[src/rtl/mwa_pkg.sv]
package mwa_pkg;
  typedef enum logic [1:0] {
    WID_8  = 2'd0,
    WID_16 = 2'd1,
    WID_32 = 2'd2
  } wid_e;

  typedef enum logic [1:0] {
    ST_IDLE = 2'd0,
    ST_BUS  = 2'd1,
    ST_DONE = 2'd2
  } st_e;
endpackage

[src/rtl/mwa_beat_plan.sv]
module mwa_beat_plan
  import mwa_pkg::*;
#(
  parameter int LANES  = 4,
  parameter int BEAT_W = 2
) (
  input  logic              fetch_i,
  input  logic [1:0]        dwidth_i,
  input  logic              prog_w16_i,
  output wid_e              wid_o,
  output logic [BEAT_W-1:0] last_o
);
  always_comb begin
    if (fetch_i) begin
      wid_o = prog_w16_i ? WID_16 : WID_32;
    end else begin
      case (dwidth_i)
        2'd0:    wid_o = WID_8;
        2'd1:    wid_o = WID_16;
        default: wid_o = WID_32;  // code 3 treated as full width
      endcase
    end
  end

  always_comb begin
    case (wid_o)
      WID_8:   last_o = BEAT_W'(LANES - 1);
      WID_16:  last_o = BEAT_W'(LANES / 2 - 1);
      default: last_o = '0;
    endcase
  end
endmodule

[src/rtl/mwa_wait_timer.sv]
module mwa_wait_timer #(
  parameter int WS_W = 4
) (
  input  logic            clk_i,
  input  logic            rst_ni,
  input  logic            active_i,
  input  logic [WS_W-1:0] limit_i,
  input  logic            rdy_i,
  output logic            end_o
);
  logic [WS_W-1:0] cnt_q;

  // beat closes only when both the wait count and ready agree
  assign end_o = active_i && (cnt_q >= limit_i) && rdy_i;

  always_ff @(posedge clk_i or negedge rst_ni) begin
    if (!rst_ni) begin
      cnt_q <= '0;
    end else if (!active_i || end_o) begin
      cnt_q <= '0;
    end else if (cnt_q != '1) begin
      cnt_q <= cnt_q + 1'b1;
    end
  end
endmodule

[src/rtl/mwa_lane_mux.sv]
module mwa_lane_mux
  import mwa_pkg::*;
#(
  parameter int DATA_W = 32,
  parameter int BEAT_W = 2
) (
  input  wid_e              wid_i,
  input  logic [BEAT_W-1:0] beat_i,
  input  logic [DATA_W-1:0] wdata_i,
  input  logic [DATA_W-1:0] acc_i,
  input  logic [DATA_W-1:0] ext_rdata_i,
  output logic [DATA_W-1:0] wslice_o,
  output logic [DATA_W-1:0] acc_o
);
  localparam int LANES = DATA_W / 8;

  for (genvar i = 0; i < LANES; i++) begin : g_lane
    logic [7:0] byte_d;
    always_comb begin
      byte_d = acc_i[8*i +: 8];
      case (wid_i)
        WID_8:   if (beat_i == BEAT_W'(i))     byte_d = ext_rdata_i[7:0];
        WID_16:  if (beat_i == BEAT_W'(i / 2)) byte_d = ext_rdata_i[8*(i%2) +: 8];
        default: byte_d = ext_rdata_i[8*i +: 8];
      endcase
    end
    assign acc_o[8*i +: 8] = byte_d;
  end

  always_comb begin
    wslice_o = '0;
    case (wid_i)
      WID_8:   wslice_o[7:0]  = wdata_i[8*beat_i +: 8];
      WID_16:  wslice_o[15:0] = wdata_i[16*beat_i +: 16];
      default: wslice_o       = wdata_i;
    endcase
  end
endmodule

[src/rtl/mem_width_adapter.sv]
module mem_width_adapter
  import mwa_pkg::*;
#(
  parameter int ADDR_W = 24,
  parameter int DATA_W = 32,
  parameter int WS_W   = 4
) (
  input  logic              clk_i,
  input  logic              rst_ni,
  input  logic              req_i,
  input  logic              req_we_i,
  input  logic              req_fetch_i,
  input  logic [ADDR_W-1:0] req_addr_i,
  input  logic [DATA_W-1:0] req_wdata_i,
  output logic              done_o,
  output logic [DATA_W-1:0] rdata_o,
  input  logic [1:0]        data_width_i,
  input  logic              prog_w16_i,
  input  logic [WS_W-1:0]   wait_cnt_i,
  input  logic              ext_rdy_i,
  output logic              ext_strb_o,
  output logic              ext_we_o,
  output logic [ADDR_W-1:0] ext_addr_o,
  output logic [DATA_W-1:0] ext_wdata_o,
  input  logic [DATA_W-1:0] ext_rdata_i
);
  localparam int LANES  = DATA_W / 8;
  localparam int BEAT_W = $clog2(LANES);

  st_e               st_q;
  logic [ADDR_W-1:0] addr_q;
  logic              we_q;
  logic [DATA_W-1:0] wd_q;
  wid_e              wid_q;
  logic [WS_W-1:0]   ws_q;
  logic [BEAT_W-1:0] beat_q;
  logic [BEAT_W-1:0] last_q;
  logic [DATA_W-1:0] acc_q;

  wid_e              wid_d;
  logic [BEAT_W-1:0] last_d;
  logic              beat_end;
  logic [DATA_W-1:0] acc_next;
  logic [DATA_W-1:0] wslice;
  logic              accept;
  logic              in_bus;

  assign accept = (st_q == ST_IDLE) && req_i;
  assign in_bus = (st_q == ST_BUS);

  mwa_beat_plan #(.LANES(LANES), .BEAT_W(BEAT_W)) u_plan (
    .fetch_i    (req_fetch_i),
    .dwidth_i   (data_width_i),
    .prog_w16_i (prog_w16_i),
    .wid_o      (wid_d),
    .last_o     (last_d)
  );

  mwa_wait_timer #(.WS_W(WS_W)) u_timer (
    .clk_i    (clk_i),
    .rst_ni   (rst_ni),
    .active_i (in_bus),
    .limit_i  (ws_q),
    .rdy_i    (ext_rdy_i),
    .end_o    (beat_end)
  );

  mwa_lane_mux #(.DATA_W(DATA_W), .BEAT_W(BEAT_W)) u_lanes (
    .wid_i       (wid_q),
    .beat_i      (beat_q),
    .wdata_i     (wd_q),
    .acc_i       (acc_q),
    .ext_rdata_i (ext_rdata_i),
    .wslice_o    (wslice),
    .acc_o       (acc_next)
  );

  always_ff @(posedge clk_i or negedge rst_ni) begin
    if (!rst_ni) begin
      st_q   <= ST_IDLE;
      addr_q <= '0;
      we_q   <= 1'b0;
      wd_q   <= '0;
      wid_q  <= WID_32;
      ws_q   <= '0;
      beat_q <= '0;
      last_q <= '0;
      acc_q  <= '0;
    end else begin
      case (st_q)
        ST_IDLE: begin
          if (accept) begin
            st_q   <= ST_BUS;
            addr_q <= req_addr_i;
            we_q   <= req_we_i && !req_fetch_i;
            wd_q   <= req_wdata_i;
            wid_q  <= wid_d;
            ws_q   <= wait_cnt_i;
            beat_q <= '0;
            last_q <= last_d;
            acc_q  <= '0;
          end
        end
        ST_BUS: begin
          if (beat_end) begin
            acc_q <= acc_next;
            if (beat_q == last_q) begin
              st_q <= ST_DONE;
            end else begin
              beat_q <= beat_q + 1'b1;
              addr_q <= addr_q + 1'b1;
            end
          end
        end
        default: st_q <= ST_IDLE;
      endcase
    end
  end

  assign done_o      = (st_q == ST_DONE);
  assign rdata_o     = acc_q;
  assign ext_strb_o  = in_bus;
  assign ext_we_o    = in_bus && we_q;
  assign ext_addr_o  = addr_q;
  assign ext_wdata_o = (in_bus && we_q) ? wslice : '0;
endmodule

[config.mk]
export PLATFORM = sky130hd
export DESIGN_NAME = mem_width_adapter
export DESIGN_NICKNAME = d
export VERILOG_FILES = /design/src/rtl/mwa_pkg.sv /design/src/rtl/mwa_beat_plan.sv /design/src/rtl/mwa_wait_timer.sv /design/src/rtl/mwa_lane_mux.sv /design/src/rtl/mem_width_adapter.sv
export SDC_FILE = /design/constraint.sdc
export NUM_CORES = 1
export LEC_CHECK = 0
export BUFFER_PORTS_ARGS = -buffer_cell sky130_fd_sc_hd__buf_2
export CAP_MARGIN = 20
export CORE_ASPECT_RATIO = 0.9
export CORE_UTILIZATION = 52
export DETAILED_ROUTE_END_ITERATION = 10
export PLACE_DENSITY = 0.78
export SKIP_LAST_GASP = 1
export SLEW_MARGIN = 25
export SYNTH_ARGS = -nofsm -noshare
export SYNTH_HDL_FRONTEND = slang
export SYNTH_SLANG_ARGS = --single-unit
[constraint.sdc]
create_clock -name clk_i -period 2.8 [get_ports clk_i]
set_input_delay 0 -clock clk_i [delete_from_list [all_inputs] [get_ports clk_i]]
set_output_delay 0 -clock clk_i [all_outputs]
set_load 0.005 [all_outputs]
==> results.py, run 1 <==
metrics = {
    "sta": {
        "tns_ns": 0,
        "period_share_pct": 92.1,
        "whs_ns": 0.0108,
        "hold_viol_final": 0,
        "relSlewSlack_pct": 48.5,
        "finalMaxSlewViolations": 0,
        "fin_skew_ns": 0.0130,
        "finalWorstSetupSlack_ns": 0.223,
        "max_slew.worst_pin.slew_ns": 0.769,
        "setup_viol": 0,
        "grt_setup_unrepaired": "false",
        "period_needed_ns": 2.58,
        "fmax_mhz": 388,
    },
    "synth": {
        "yosysSeqAreaShare_pct": 42.9,
        "yosysWarnings": 0,
        "synthArstFlopShare_pct": 100,
        "synth_area_mm2": 0.00613,
        "ys_types": 68,
        "synth_seq_cells": 105,
        "ys.flop_type": "dfrtp_1",
        "synth-edff-count": 0,
        "synthCells": 641,
        "syn_avg_cell_area_um2": 9.57,
        "synthesis.nets": 752,
    },
    "clocking": {
        "cts_max_level": 3,
        "cts_buffer_depth": 2,
        "clk-insertion-delay-late_ns": 0.35,
        "cts_tree": "yes",
        "cts-root-buf": "clkbuf_16",
        "numCtsBuffers": 9,
        "cts_sinks": 105,
        "clk_pin_slew_ns": 0.07,
        "post_cts_resized": 0,
    },
    "grt": {
        "grt_pass1_vias": 5708,
        "overflow": 0,
        "grt_pass1_wl_um": 28200,
        "antenna_found_initial": 0,
        "grt_max_degree": 76,
        "grtUsageTotal_pct": 29.9,
    },
    "pwr": {
        "power.total_mw": 8.57,
        "p_per_area_mw_per_mm2": 1050,
        "seqPwrFrac_pct": 36.6,
        "p_clk_share_pct": 16.1,
        "switching_share_pct": 41.0,
        "p_switching_mw": 3.51,
        "p_comb_share_pct": 47.2,
        "ir_worst_vdd_mv": 0.440,
        "intPower_mw": 5.06,
        "p_leak_nw": 4.00,
    },
    "floorplanning": {
        "num_rows": 37,
        "die_w_um": 116,
        "ioPinCount": 192,
        "die_h_um": 105,
        "design.core.area_mm2": 0.0115,
        "start_util_pct": 53.4,
        "die-area_mm2": 0.0122,
    },
    "finish": {
        "final_core_util_pct": 71.1,
        "antenna_cells": 0,
        "layout_common_cells": "buf_2, nand2_1, dfrtp_1",
        "layoutNonFillerInstCount": 1041,
        "final_nets": 991,
        "layout-drive-gt1-share_pct": 33.7,
        "final_cell_area_mm2": 0.00816,
        "areaGrowthSynthToFinish_pct": 33.0,
        "final_common_cell": "buf_2",
    },
    "place": {
        "dp.final_hpwl_um": 12100,
        "dpl_cell_area_mm2": 0.00714,
        "dp_cells": 957,
        "pre_cts_ws_ns": 0.560,
        "routabilityCongestion": 0.915,
        "io_buffers": 191,
    },
    "hold_path": {
        "hold_path_class": "input port to flop",
    },
    "run": {
        "maxCapViolations": 0,
    },
    "routing": {
        "drtAntennaViolNets": 0,
        "firstDrtPassIters": 5,
        "dr.first_iter.drc_count": 555,
        "wire_per_inst_um": 17.2,
        "drcViolationCount": 0,
        "num_vias": 5975,
        "via_per_inst": 5.74,
        "wl_um": 17900,
    },
    "critical_path": {
        "arrival_ns": 2.58,
        "worstPathMaxFanout": 16,
        "required_ns": 2.80,
        "worstSetupPathType": "flop to output port",
        "start_kind": "flop",
        "crit_path_end_kind": "output port",
    },
    "outcome": {
        "status": "finished clean",
    },
}
metal layers:
layer  part of all wire, %  global-route usage [%]  up-vias  routed length, um
met5                     0                       0        -                  0
met4                   3.3                    12.1        0                597
met3                   7.9                    5.45       65               1420
met2                    48                    48.9      357               8670
met1                    40                    38.7     2837               7230
li1                      -                       -     2716                  -
synth_stat cells (all sizes together), types with 2 or more instances:
cell     number  share of area (%)
nor2b         2               0.20
mux2i        26                4.2
o31ai         2               0.55
dfrtp       104                 42
a222oi        8                1.3
nand4         7               0.71
clkbuf       20                1.2
nor4          2               0.45
ha           10                2.0
buf          19                2.1
nand2       153                9.4
mux2         25                5.1
and4          2               0.29
inv          18                1.2
xor2          2               0.29
nor3b         3               0.37
o21ai        24                2.4
and2         20                2.0
nand3        19                1.6
nor2         58                3.8
nor3          5               0.57
a211o         2               0.57
a2bb2oi      17                4.0
a21oi        40                3.9
and3          5               0.51
a22o          8                1.1
o22ai        12                1.2
mux4          8                2.9
state kept, by name, indices dropped and copies added, names as in the netlist:
register       count
rdata_o           32
wd_q              32
ext_addr_o        24
u_timer.cnt_q      4
ws_q               4
beat_q             2
last_q             2
st_q               2
wid_q              2
we_q               1
worst paths after layout:
kind	start	to	slack (ns)	cells after the start
worst min register to register	rdata_o[27]$_DFFE_PN0P_	rdata_o[27]$_DFFE_PN0P_	0.50	1
worst max-delay path	wid_q[0]$_DFFE_PN0P_	ext_wdata_o[15]	0.22	5
min in group asynchronous	rst_ni	rdata_o[30]$_DFFE_PN0P_	0.23	2
worst min-delay path	req_addr_i[19]	ext_addr_o[19]$_DFFE_PN0P_	0.01	3
max in group asynchronous	rst_ni	rdata_o[4]$_DFFE_PN0P_	1.82	3
worst max register to register	u_timer.cnt_q[3]$_DFFE_PN0P_	rdata_o[5]$_DFFE_PN0P_	0.53	6
area by class of cell:
type	count	area, um^2
fill	866	3320
multi-input combinational	479	3220
sequential	105	2630
timing repair buffer	267	1700
clock buffer	12	256
tap	156	195
clock inverter	4	75.1
inverter	18	75.1
power groups by stage:
stage | Combinational (mW) | Clock (mW) | Sequential [mW]
CTS | 4.02 | 1.41 | 3.10
global placement | 3.77 | 0 | 3.08
global route | 4.44 | 1.48 | 3.23
detailed placement | 3.93 | 0 | 3.12
floorplan | 3.07 | 0 | 2.79
finish | 4.05 | 1.38 | 3.14
worst max-delay path: stages (launching register included):
cell and delay (ns):
dfrtp_1 0.79, nand2_1 0.28, o21bai_2 0.40, and2_1 0.39, a22o_1 0.24, buf_2 0.12
repair_timing:
action | 4_1_cts | 5_1_grt
hold buffers | 68 | 0
buffers inserted | 0 | 0
hold endpoints to repair | 137 | 0
setup endpoints to repair | 0 | 0
cells by family after synthesis:
group / Yosys count / share of synthesized area, %
adders and majority gates: 10 / 2.04
and+or+nand+nor: 281 / 20.6
AOI/OAI and AO/OA: 126 / 17.2
xor gates and xnor gates: 3 / 0.429
DFF: 105 / 42.9
muxes: 59 / 12.3
buffers and inverters: 57 / 4.59
Note: power is estimated with default switching activity, not from simulation.
==> run 2, diff against run 1 <==
--- a/config.mk
+++ b/config.mk
@@ -10,7 +10,7 @@
 export CORE_ASPECT_RATIO = 0.9
 export CORE_UTILIZATION = 52
 export DETAILED_ROUTE_END_ITERATION = 10
-export PLACE_DENSITY = 0.78
+export PLACE_DENSITY = 0.81
 export SKIP_LAST_GASP = 1
 export SLEW_MARGIN = 25
 export SYNTH_ARGS = -nofsm -noshare
==> run 2 against run 1 <==
Against the previous run: sequential cell count did not move; die area did not move; sequential share of layout area fell by 0.16 points; cell area is 0.49% higher.
==> results.py, run 2 (synthesis results as in run 1) <==
metrics = {
    "outcome": {
        "status": "finished clean",
    },
    "sta": {
        "whs_ns": 0.00675,
        "finalMaxSlewViolations": 0,
        "setup_viol": 0,
        "max_slew.worst_pin.slew_ns": 0.770,
        "period_needed_ns": 2.56,
        "tns_ns": 0,
        "fmax_mhz": 391,
        "grt_setup_unrepaired": "false",
        "finalWorstSetupSlack_ns": 0.242,
        "fin_skew_ns": 0.00685,
        "relSlewSlack_pct": 48.4,
        "period_share_pct": 91.4,
        "hold_viol_final": 0,
    },
    "clocking": {
        "clk-insertion-delay-late_ns": 0.35,
        "post_cts_buffers": 0,
        "cts-root-buf": "clkbuf_16",
        "cts_buffer_depth": 2,
        "cts_tree": "yes",
        "post_cts_resized": 0,
        "cts_sinks": 105,
        "clk_pin_slew_ns": 0.07,
        "numCtsBuffers": 9,
        "cts_max_level": 3,
        "postCtsHoldBufs": 71,
    },
    "grt": {
        "use_met1_pct": 38.3,
        "antenna_found_initial": 0,
        "overflow": 0,
        "grtUsageTotal_pct": 30.4,
        "grt_max_degree": 84,
        "met2_usage_pct": 48.2,
        "top_usage_layer": "met2",
        "grt_pass1_wl_um": 28600,
        "grtUsageMet3_pct": 6.03,
        "grt_pass1_vias": 5900,
    },
    "critical_path": {
        "crit_path_end_kind": "output port",
        "r2r_cells": 5,
        "worstPathMaxFanout": 16,
        "worst_r2r_endpoint": "rdata_o[13]$_DFFE_PN0P_",
        "crit_slowest_cell": "dfrtp_1",
        "r2r_start": "beat_q[0]$_DFFE_PN0P_",
        "worstSetupPathType": "flop to output port",
        "slowest_delay_ns": 0.81,
        "required_ns": 2.80,
        "crit_chain": "nand2_1, o21bai_2, and2_1, a22o_1, buf_2",
        "rrSetupSlack_ns": 0.53,
        "arrival_ns": 2.56,
        "start_kind": "flop",
    },
    "hold_path": {
        "hold_path_class": "input port to flop",
        "min_path_cells": 3,
        "min_from": "req_addr_i[3]",
        "hold_path_end": "ext_addr_o[3]$_DFFE_PN0P_",
    },
    "run": {
        "maxCapViolations": 0,
    },
    "routing": {
        "dr.first_iter.drc_count": 595,
        "drcViolationCount": 0,
        "firstDrtPassIters": 10,
        "wl_um": 18000,
        "via_per_inst": 5.77,
        "wire_per_inst_um": 17.3,
        "drtAntennaViolNets": 0,
        "num_vias": 6020,
    },
    "finish": {
        "final_cell_area_mm2": 0.00820,
        "antenna_cells": 0,
        "layout_common_cells": "buf_2, nand2_1, dfrtp_1",
        "layoutNonFillerInstCount": 1044,
        "final_common_cell": "buf_2",
        "layout-drive-gt1-share_pct": 33.6,
        "final_nets": 995,
        "areaGrowthSynthToFinish_pct": 33.7,
    },
    "floorplanning": {
        "die_h_um": 105,
        "die-area_mm2": 0.0122,
        "die_w_um": 116,
        "design.core.area_mm2": 0.0115,
        "start_util_pct": 53.4,
        "num_rows": 37,
        "ioPinCount": 192,
    },
    "pwr": {
        "p_leak_nw": 4.02,
        "ir_worst_vdd_mv": 0.573,
        "p_per_area_mw_per_mm2": 1050,
    },
    "place": {
        "dp_cells": 958,
        "io_buffers": 191,
        "dp.final_hpwl_um": 11700,
        "pre_cts_ws_ns": 0.547,
        "dpl_cell_area_mm2": 0.00715,
        "routabilityCongestion": 0.905,
    },
}
==> run 2: per-layer routing <==
| layer | share of wire [%] | vias to the layer above | wire length (um) |
|---|---|---|---|
| met1 | 40 | 2856 | 7210 |
| met4 | 4.6 | 0 | 824 |
| met2 | 48 | 346 | 8650 |
| li1 | - | 2726 | - |
| met3 | 7.4 | 92 | 1320 |
| met5 | 0 | - | 0 |
==> run 2: metrics by stage <==
step | power [mW] | util, %
after floorplan | 5.86 | -
after global placement | 6.83 | 62.2
after detailed placement | 7.03 | 62.2
after CTS | 8.58 | 71.3
after global routing | 9.20 | 71.4
final | 8.61 | 71.4
==> run 2: critical path: cells and delay by family (launching register included) <==
family	cells	cell delay, ns
buffers and inverters	1	0.13
flip-flops	1	0.81
AO/OA/AOI/OAI	2	0.61
AND/OR/NAND/NOR	2	0.65
==> run 2: cell type report <==
class	instances	area (um^2)
Fill cell	861	3280
Sequential cell	105	2630
Multi-Input combinational cell	479	3220
Clock buffer	10	229
Timing Repair Buffer	271	1740
Clock inverter	5	105
Tap cell	156	195
Inverter	18	75.1
==> run 2: worst max path at each step <==
stage | to | start | slack (ns)
finish | ext_wdata_o[11] | wid_q[0]$_DFFE_PN0P_ | 0.24
global placement | rdata_o[10]$_DFFE_PN0P_ | beat_q[0]$_DFFE_PN0P_ | 0.66
floorplan | rdata_o[10]$_DFFE_PN0P_ | beat_q[0]$_DFFE_PN0P_ | 0.71
global route | ext_wdata_o[11] | wid_q[0]$_DFFE_PN0P_ | 0.14
detailed placement | rdata_o[13]$_DFFE_PN0P_ | beat_q[0]$_DFFE_PN0P_ | 0.55
CTS | ext_wdata_o[12] | wid_q[0]$_DFFE_PN0P_ | 0.29
==> run 2: where the power goes <==
group / switching (mW) / total, mW / internal (mW)
registers: 0.884 / 3.13 / 2.25
clock network: 0.557 / 1.43 / 0.869
logic: 2.07 / 4.05 / 1.99
